==> src/rtl/msr_pkg.sv <==
package msr_pkg;
  localparam int NumLines = 4;
  localparam int IdxCts = 0;
  localparam int IdxDsr = 1;
  localparam int IdxRi  = 2;
  localparam int IdxDcd = 3;

  typedef struct packed {
    logic rdHit;
    logic loopback;
  } msrStrobe_t;
endpackage

==> src/rtl/msr_ctrl.sv <==
module msr_ctrl
  import msr_pkg::*;
#(
  parameter int ADDR_W      = 3,
  parameter int STATUS_ADDR = 6
) (
  input  logic              rdEn,
  input  logic [ADDR_W-1:0] addr,
  input  logic              loopBit,
  output msrStrobe_t        strobe
);
  localparam logic [ADDR_W-1:0] HitAddr = ADDR_W'(STATUS_ADDR);

  always_comb begin
    strobe.rdHit    = rdEn && (addr == HitAddr);
    strobe.loopback = loopBit;
  end
endmodule

==> src/rtl/msr_datapath.sv <==
module msr_datapath
  import msr_pkg::*;
#(
  parameter int SYNC_STAGES = 2
) (
  input  logic                clk,
  input  logic                rstN,
  input  logic [NumLines-1:0] lineN,
  input  logic [3:0]          loopBits,
  input  msrStrobe_t          strobe,
  output logic [7:0]          rdData,
  output logic                msIrq
);
  logic [NumLines-1:0] syncQ [SYNC_STAGES];
  logic [NumLines-1:0] levelNow;
  logic [NumLines-1:0] levelPrev;
  logic [NumLines-1:0] changeNow;
  logic [NumLines-1:0] flags;
  logic [NumLines-1:0] loopLevel;

  // Synchroniser chain; resets to the inactive (high) pin level.
  genvar st;
  generate
    for (st = 0; st < SYNC_STAGES; st++) begin : g_sync
      if (st == 0) begin : g_first
        always_ff @(posedge clk or negedge rstN)
          if (!rstN) syncQ[0] <= '1;
          else       syncQ[0] <= lineN;
      end else begin : g_next
        always_ff @(posedge clk or negedge rstN)
          if (!rstN) syncQ[st] <= '1;
          else       syncQ[st] <= syncQ[st-1];
      end
    end
  endgenerate

  // Loopback remap of control bits onto status positions.
  always_comb begin
    loopLevel[IdxDcd] = loopBits[3];
    loopLevel[IdxRi]  = loopBits[2];
    loopLevel[IdxDsr] = loopBits[0];
    loopLevel[IdxCts] = loopBits[1];
  end

  assign levelNow = strobe.loopback ? loopLevel : ~syncQ[SYNC_STAGES-1];

  always_comb begin
    changeNow         = levelNow ^ levelPrev;
    changeNow[IdxRi]  = levelPrev[IdxRi] & ~levelNow[IdxRi];
  end

  always_ff @(posedge clk or negedge rstN) begin
    if (!rstN) begin
      levelPrev <= '0;
      flags     <= '0;
    end else begin
      levelPrev <= levelNow;
      flags     <= (strobe.rdHit ? '0 : flags) | changeNow;
    end
  end

  assign rdData = strobe.rdHit ? {levelNow, flags} : 8'h00;
  assign msIrq  = |flags;

  // a two-way change on carrier, data set ready or clear to send is latched
  a_r2_delta_latched: assert property (@(posedge clk) disable iff (!rstN)
    (levelNow[IdxDcd] != levelPrev[IdxDcd]) |=> flags[IdxDcd]);
  a_r2_cts_latched: assert property (@(posedge clk) disable iff (!rstN)
    (levelNow[IdxCts] != levelPrev[IdxCts]) |=> flags[IdxCts]);
  // a rising ring level never raises the ring flag on its own
  a_r3_ri_rise_silent: assert property (@(posedge clk) disable iff (!rstN)
    (levelNow[IdxRi] && !levelPrev[IdxRi] && !flags[IdxRi]) |=> !flags[IdxRi]);
  // a read with no concurrent change empties the flags
  a_r4_read_clears: assert property (@(posedge clk) disable iff (!rstN)
    (strobe.rdHit && (levelNow == levelPrev)) |=> (flags == '0));
  // a set flag survives any non-read cycle
  a_r4_sticky: assert property (@(posedge clk) disable iff (!rstN)
    (!strobe.rdHit && flags[IdxDsr]) |=> flags[IdxDsr]);
endmodule

==> src/rtl/modem_status_reg.sv <==
module modem_status_reg
  import msr_pkg::*;
#(
  parameter int SYNC_STAGES = 2,
  parameter int ADDR_W      = 3,
  parameter int STATUS_ADDR = 6
) (
  input  logic              clk,
  input  logic              rstN,
  input  logic [3:0]        lineN,
  input  logic [4:0]        ctrlBits,
  input  logic              rdEn,
  input  logic              wrEn,
  input  logic [ADDR_W-1:0] addr,
  input  logic [7:0]        wrData,
  output logic [7:0]        rdData,
  output logic              msIrq
);
  msrStrobe_t strobe;
  logic unusedWrite;

  // the register is read-only; write traffic is consumed here
  assign unusedWrite = wrEn ^ (^wrData);

  msr_ctrl #(.ADDR_W(ADDR_W), .STATUS_ADDR(STATUS_ADDR)) u_ctrl (
    .rdEn    (rdEn),
    .addr    (addr),
    .loopBit (ctrlBits[4]),
    .strobe  (strobe)
  );

  msr_datapath #(.SYNC_STAGES(SYNC_STAGES)) u_dp (
    .clk      (clk),
    .rstN     (rstN),
    .lineN    (lineN),
    .loopBits (ctrlBits[3:0]),
    .strobe   (strobe),
    .rdData   (rdData),
    .msIrq    (msIrq)
  );

  // the request matches the flags returned by a read
  a_r5_irq_follows_flags: assert property (@(posedge clk) disable iff (!rstN)
    (rdEn && addr == ADDR_W'(STATUS_ADDR)) |-> (msIrq == (rdData[3:0] != 4'h0)));
  // loopback levels come from the control bits
  a_r6_loop_levels: assert property (@(posedge clk) disable iff (!rstN)
    (ctrlBits[4] && rdEn && addr == ADDR_W'(STATUS_ADDR)) |->
      (rdData[7:4] == {ctrlBits[3], ctrlBits[2], ctrlBits[0], ctrlBits[1]}));
  // nothing is driven outside a status read
  a_r8_quiet_bus: assert property (@(posedge clk) disable iff (!rstN)
    !(rdEn && addr == ADDR_W'(STATUS_ADDR)) |-> (rdData == 8'h00));
endmodule

==> config.mk <==
export PLATFORM = sky130hd
export DESIGN_NAME = modem_status_reg
export DESIGN_NICKNAME = d
export VERILOG_FILES = /design/src/rtl/msr_pkg.sv /design/src/rtl/msr_ctrl.sv /design/src/rtl/msr_datapath.sv /design/src/rtl/modem_status_reg.sv
export SDC_FILE = /design/constraint.sdc
export NUM_CORES = 1
export LEC_CHECK = 0
export ABC_AREA = 0
export ABC_CLOCK_PERIOD_IN_PS = 2400
export CAP_MARGIN = 10
export CORE_AREA = 10 10 47 49
export CTS_CLUSTER_SIZE = 16
export DETAILED_ROUTE_END_ITERATION = 6
export DIE_AREA = 0 0 57 59
export DONT_BUFFER_PORTS = 1
export SLEW_MARGIN = 30
export SYNTH_ARGS = -nofsm -noshare
export SYNTH_HDL_FRONTEND = slang
export SYNTH_SLANG_ARGS = --single-unit
export TNS_END_PERCENT = 20
==> constraint.sdc <==
create_clock -name clk -period 2.4 [get_ports clk]
set_input_delay 0.48 -clock clk [delete_from_list [all_inputs] [get_ports clk]]
set_output_delay 0.48 -clock clk [all_outputs]
set_load 0.01 [all_outputs]
==> results of run 1 <==
-- timing repair --
| item | 4_1_cts | 5_1_grt |
|---|---|---|
| endpoints found under the hold margin | 8 | 0 |
| gates resized for setup | 0 | 0 |
| hold buffers | 1 | 0 |
-- per-layer routing --
metal	up-vias	GRT usage	share of wire
met1	183	0.0537	0.39
met4	0	0.0503	0.0094
met5	-	0	0
li1	189	-	-
met3	2	0.0343	0.068
met2	15	0.110	0.53
-- cell families (layout without fill, tap and decap cells) --
logic type	Yosys count	count (layout)	share of synthesized area
AOI/OAI and AO/OA	7	7	0.0752
buffers and inverters	7	11	0.0447
DFF	16	16	0.667
muxes	1	1	0.0163
and+or+nand+nor	25	25	0.197
-- final timing paths --
path	start	to	slack (ns)	cells after the start
setup / recovery	addr[0]	rdData[5]	0.53	2
hold / removal	rstN	u_dp.syncQ[7]	0.03	0
setup reg to reg	u_dp.syncQ[2]	u_dp.flags[2]	1.38	3
hold reg to reg	u_dp.syncQ[4]	u_dp.syncQ[0]	0.36	0
max in group asynchronous	rstN	u_dp.levelPrev[0]	1.59	1
min in group clk	lineN[2]	u_dp.syncQ[6]	0.19	0
-- power groups by stage --
stage	Clock, µW	Combinational, µW	Sequential (µW)
6_report	171	34.6	298
5_1_grt	194	40.2	300
4_1_cts	179	35.3	298
3_5_place_dp	0	31.2	303
3_3_place_gp	0	30.6	302
2_1_floorplan	0	27.6	302
-- cell usage after synthesis --
master    n  area [µm²]
nor2_1    5        18.8
dfrtp_1   8         200
a21o_1    3        22.5
nand4_1   1        6.26
mux2i_1   1        10.0
nand3_1   6        30.0
nand4b_1  1        8.76
dfstp_2   8         210
or2_4     2        17.5
a21oi_1   3        15.0
a22o_1    1        8.76
nand2_1   9        33.8
or2_1     1        6.26
inv_1     6        22.5
buf_2     1        5.00
-- sequential cells by signal, indices dropped and copies added (netlist names) --
name            flops
u_dp.syncQ          8
u_dp.flags          4
u_dp.levelPrev      4
-- area by class of cell --
class | count | area share
flip-flops and latches | 16 | 0.606
multi-input cells | 33 | 0.262
clock buffers | 4 | 0.0536
inverters | 6 | 0.0333
well taps | 16 | 0.0296
repair buffers | 1 | 0.0148
-- per-stage QoR --
step                instances  power, µW  instance area, µm²  hold slack (ns)   util
global placement           71        333                 631            0.185  0.450
CTS                        76        512                 677           0.0205  0.483
floorplan                  56        329                 616            0.184      -
global route               76        534                 677          0.00370  0.483
detailed placement         71        334                 631            0.185  0.450
finish                     76        504                 677           0.0331  0.483
==> summary.md, run 1 <==
| Metric | Value |
|---|---|
| Count of max-cap constraint violations | `0` |
| ANT cells | `0` |
| Proportion of power drawn by flip-flops and latches | `0.592` |
| Clock transition at the register clock pins on the worst setup and hold paths after CTS | `0.09 ns` |
| Later-pin clock latency in the skew report | `0.28 ns` |
| Status | `finished, final reports clean` |
| Largest net degree at the start of global routing | `13` |
| Cells after synthesis | `56` |
| Die boundary height | `between 50 and 60 µm` |
| Leading cell type in the layout, fill and taps excluded | `nand2_1` |
| Post-CTS Setup Bufs | `0` |
| Setup Viol. Count Final | `0` |
| Post-route DRC violation count | `0` |
| Number of failing hold endpoints at the final stage | `0` |
| Initial cell density of the core | `0.439` |
| Multi-input gate area in the final layout | `178 µm²` |
| Fin worst setup slack | `0.529 ns` |
| Final Max Slew Viols | `0` |
| Ratio of cells with drive above 1 in the final layout | `0.233` |
| Sort of element at the end of the critical path | `primary output` |
| Residual antenna-violating net count after detailed routing | `0` |
| Unrepaired setup endpoints after global routing | `no` |
| Post-detailed-route wirelength per cell | `13.9 µm` |
| Type of the tightest min-delay check | `input port to async pin` |
| Number of filler cells placed in the layout | `136` |
| Crit path max-delay cell type | `nand4b_1` |
| Combinational power share | `0.069` |
| Die span in x | `~57 µm` |
| Sequential Area | `410 µm²` |
| Die outline area | `3360 µm²` |
| Slew headroom | `0.671` |
| Data arrival time at the worst-slack endpoint | `between 1 and 1.5 ns` |
| Number of buffer and inverter instances along the worst setup path | `0` |
| Row count | `14` |
| Category of cells accounting for the largest share of critical-path delay | `simple AND/OR/NAND/NOR gates` |
| Vias | `389` |
| Area growth, synth to finish | `9.96%` |
| Cell at the root of the clock tree | `clkbuf_4` |
| Minimum clock period | `1.87 ns` |
| Avg Cell Area, Syn | `11.0 µm²` |
| Ordered cell list for the critical path | `nand4b_1 -> a21oi_1` |
| CTS tree | `yes` |
| Core area | `1400 µm²` |
| Final wirelength | `1.06 mm` |
| Final cycle utilization of the critical path | `0.780` |
| Final Wtd Congestion | `0.639` |
| Number of DRC markers in iteration 0 | `5` |
| Data required time of the critical path | `1.92 ns` |
| Maximum clock rate | `534 MHz` |
| Maximum VDD drop | `0.000357 V` |
| Tightest Pin Transition | `0.491 ns` |
| CP peak stage delay | `around 0.46 ns` |
| Final layout net count | `85` |
| Flops & latches, synth | `16` |
| Reported leakage power | `0.000348 µW` |
| Ratio of routed vias to standard cells | `slightly above 5` |
| Number of warnings issued by yosys | `0` |
| Most used cells in the layout excluding fill and tap cells | `nand2_1, dfrtp_1, dfstp_2` |
| Number of top-level design ports | `33` |
| Fraction of power spent switching nets | `0.209` |
| PD cells | `744 nW/µm²` |
| Startpoint class of the critical path | `input port` |
| Total iterations of the first detailed-routing run | `4` |
| Path type of the worst setup path | `input port to primary output` |
| Number of sinks on the clock net | `16` |
| Synth Net Count | `80` |
| Clock buffer count from CTS | `3` |
| Clock share of power | `0.340` |
| Total GRT Usage | `0.0638` |
| First-pass GRT wire length | `~1.6 mm` |
| H-Tree Depth | `1` |
| Count of different cell masters after synthesis | `15` |
| Net switching power | `105 µW` |
| Maximum clock path buffer count | `2` |
| Pre-CTS WS | `roughly 0.54 ns` |
| Initial antenna violation count | `0` |
| Worst clock skew on the final layout | `0.000948 ns` |
| Biggest fanout along the worst timing path | `12` |
| Sequential-to-total area share from yosys stat | `0.667` |
| Syn Std Cell Area | `around 620 µm²` |
| Vias in the first global route | `between 300 and 400` |
| Count of buffers inserted at the top-level ports | `0` |
| Overflow left after global routing | `0` |
| Cell Int Power | `398 µW` |
| Fin Setup TNS | `0 ns` |
(Power assumes the default switching activity.)
==> run 2, diff against run 1 <==
ABC_CLOCK_PERIOD_IN_PS = 1800   (was 2400)
clock period = 1.8 ns   (was 2.4 ns; I/O delays follow)
==> run 2 against run 1 <==
Cell count up 1.3%; utilization down 0.18 points; via count down 1.8%; non-clock buffer count up 1; hold slack better by 0.039 ns; power up 26%; clock power up 9%; critical path depth up 1; flip-flop and latch count unchanged; critical path type is now flop to primary output; largest cell class unchanged.
==> summary.md, run 2 (synthesis results as in run 1) <==
| Metric | Value |
|---|---|
| Vias | `382 (-1.8%)` |
| Pre-CTS WS | `0.466 ns (-0.0747 ns)` |
| Launch point of the worst reg-to-reg path | `u_dp.syncQ[2]` |
| Final layout net count | `86 (+1.2%)` |
| Path type of the worst setup path | `flop to primary output` |
| Number of DRC markers in iteration 0 | `2 (-3)` |
| ANT cells | `0 (unchanged)` |
| Fin Setup TNS | `0 ns (unchanged)` |
| Count of buffers inserted at the top-level ports | `0 (unchanged)` |
| Die boundary height | `59 µm (unchanged)` |
| Clock share of power | `0.293 (-0.047)` |
| Clock transition at the register clock pins on the worst setup and hold paths after CTS | `0.08 ns (about the same)` |
| Unrepaired setup endpoints after global routing | `no` |
| Final cycle utilization of the critical path | `0.852` |
| Maximum clock path buffer count | `2 (unchanged)` |
| Startpoint class of the critical path | `flop` |
| Cell at the root of the clock tree | `clkbuf_4` |
| Later-pin clock latency in the skew report | `0.27 ns (about the same)` |
| Data required time of the critical path | `1.44 ns (-0.48 ns)` |
| HP Start | `lineN[3]` |
| Sink of the worst hold path | `u_dp.syncQ[7]` |
| Worst clock skew on the final layout | `0.00158 ns (+0.000636 ns)` |
| Count of max-cap constraint violations | `0 (unchanged)` |
| Utilization after layout | `0.481 (-0.00179)` |
| Total iterations of the first detailed-routing run | `4 (unchanged)` |
| Fin worst setup slack | `0.266 ns (-0.263 ns)` |
| Leading registers by flop count | `u_dp.syncQ (8), u_dp.flags (4), u_dp.levelPrev (4)` |
| Ratio of routed vias to standard cells | `4.96 (-3.1%)` |
| Die span in x | `57 µm (unchanged)` |
| Inst Count DP | `72 (+1.4%)` |
| Multi-input gate area in the final layout | `178 µm² (unchanged)` |
| Die outline area | `3360 µm² (unchanged)` |
| Post-cts sizing count | `0 (unchanged)` |
| Maximum VDD drop | `0.000456 V (+28%)` |
| Tightest Pin Transition | `0.677 ns (+0.186 ns)` |
| Leading cell type in the layout, fill and taps excluded | `nand2_1` |
| Initial cell density of the core | `0.439 (unchanged)` |
| Number of top-level design ports | `33 (unchanged)` |
| Sequential Area | `410 µm² (unchanged)` |
| Vias in the first global route | `382 (-3.3%)` |
| Cells on worst reg2reg path | `3 (unchanged)` |
| Number of sinks on the clock net | `16 (unchanged)` |
| Number of filler cells placed in the layout | `133 (-2.2%)` |
| Residual antenna-violating net count after detailed routing | `0 (unchanged)` |
| Ratio of cells with drive above 1 in the final layout | `0.230 (-0.00383)` |
| Post-route DRC violation count | `0 (unchanged)` |
| Cell Int Power | `495 µW (+24%)` |
| Fraction of power spent switching nets | `0.218 (+0.00888)` |
| Most used cells in the layout excluding fill and tap cells | `nand2_1, dfrtp_1, dfstp_2` |
| Total design power | `633 µW (+26%)` |
| Core area | `1400 µm² (unchanged)` |
| Row count | `14 (unchanged)` |
| Setup Viol. Count Final | `0 (unchanged)` |
| Total GRT Usage | `0.0648 (+0.00102)` |
| Biggest fanout along the worst timing path | `3 (-9)` |
| Largest net degree at the start of global routing | `17 (+4)` |
| Final wirelength | `1.05 mm (-0.85%)` |
| Type of the tightest min-delay check | `input port to flop` |
| Clock buffer count from CTS | `3 (unchanged)` |
| Number of failing hold endpoints at the final stage | `0 (unchanged)` |
| Minimum clock period | `between 1.5 and 2 ns` |
| Maximum clock rate | `around 650 MHz` |
| Area growth, synth to finish | `9.55%` |
| Max reg flops | `8 (unchanged)` |
| CTS tree | `yes` |
| Net switching power | `138 µW (+31%)` |
| Register name with the most flops | `u_dp.syncQ` |
| PD cells | `938 nW/µm² (+26%)` |
| Status | `finished, final reports clean` |
| Proportion of power drawn by flip-flops and latches | `0.628 (+0.036)` |
| Reg2Reg Setup Slack | `0.81 ns (-0.57 ns)` |
| Post-detailed-route wirelength per cell | `13.6 µm (-2.1%)` |
| Final Max Slew Viols | `0 (unchanged)` |
| Combinational power share | `0.079 (+0.010)` |
| Slew headroom | `0.547 (-0.124)` |
| H-Tree Depth | `1 (unchanged)` |
| Worst hold path cell count | `0` |
| # hold bufs at CTS | `1 (unchanged)` |
| Reported leakage power | `0.000346 µW (-0.51%)` |
| Final Wtd Congestion | `0.639 (about the same)` |
| Post-CTS Setup Bufs | `0 (unchanged)` |
| Sort of element at the end of the critical path | `primary output` |
| Endpoint of the most critical register-to-register path | `u_dp.flags[2]` |
| Initial antenna violation count | `0 (unchanged)` |
| First-pass GRT wire length | `1.65 mm (+0.43%)` |
| Final Non-Filler Cells | `77 (+1.3%)` |
| Data arrival time at the worst-slack endpoint | `1.17 ns (-0.22 ns)` |
| Overflow left after global routing | `0 (unchanged)` |
run 2: cell count changes in the layout (fill, tap and decap cells not counted):
cell	before	now
clkbuf_8	1	0
clkbuf_1	0	1
buf_4	0	1
run 2: final cells by class:
class | instances | area share
Inverter | 6 | 0.0334
Tap cell | 16 | 0.0297
Sequential cell | 16 | 0.609
Multi-Input combinational cell | 33 | 0.263
Clock buffer | 4 | 0.0390
Timing Repair Buffer | 2 | 0.0260
run 2: critical path, stage by stage, from the launching register on:
cell and delay [ns]:
dfstp_2 0.52, inv_1 0.03, mux2i_1 0.21, nor2_1 0.14
run 2: through the flow:
step           area (µm²)  hold WS, ns
2_1_floorplan         616       0.0644
3_3_place_gp          638       0.0649
3_5_place_dp          638       0.0651
4_1_cts               674       0.0539
5_1_grt               674       0.0404
6_report              674       0.0719
run 2: how the worst max path moves through the flow:
stage	slack, ns	from	to	cells past startpoint
floorplan	0.50	addr[0]	rdData[4]	3
detailed placement	0.47	addr[0]	rdData[5]	3
global placement	0.48	addr[0]	rdData[5]	3
CTS	0.25	u_dp.syncQ[2]	rdData[6]	3
finish	0.27	u_dp.syncQ[2]	rdData[6]	3
global route	0.18	u_dp.syncQ[2]	rdData[6]	3
run 2: layer usage:
metal  vias up  wire (µm)  GRT usage
li1        192          -          -
met1       175        447     0.0603
met2        13        520      0.101
met3         2         74     0.0408
met4         0          9     0.0503
met5         -          0          0
run 2: power by group through the flow:
stage	Combinational (µW)	Sequential (µW)	Clock [µW]
global placement	41.7	403	0
detailed placement	42.2	404	0
CTS	51.0	398	198
finish	49.7	397	186
floorplan	36.7	402	0
global route	57.4	400	212
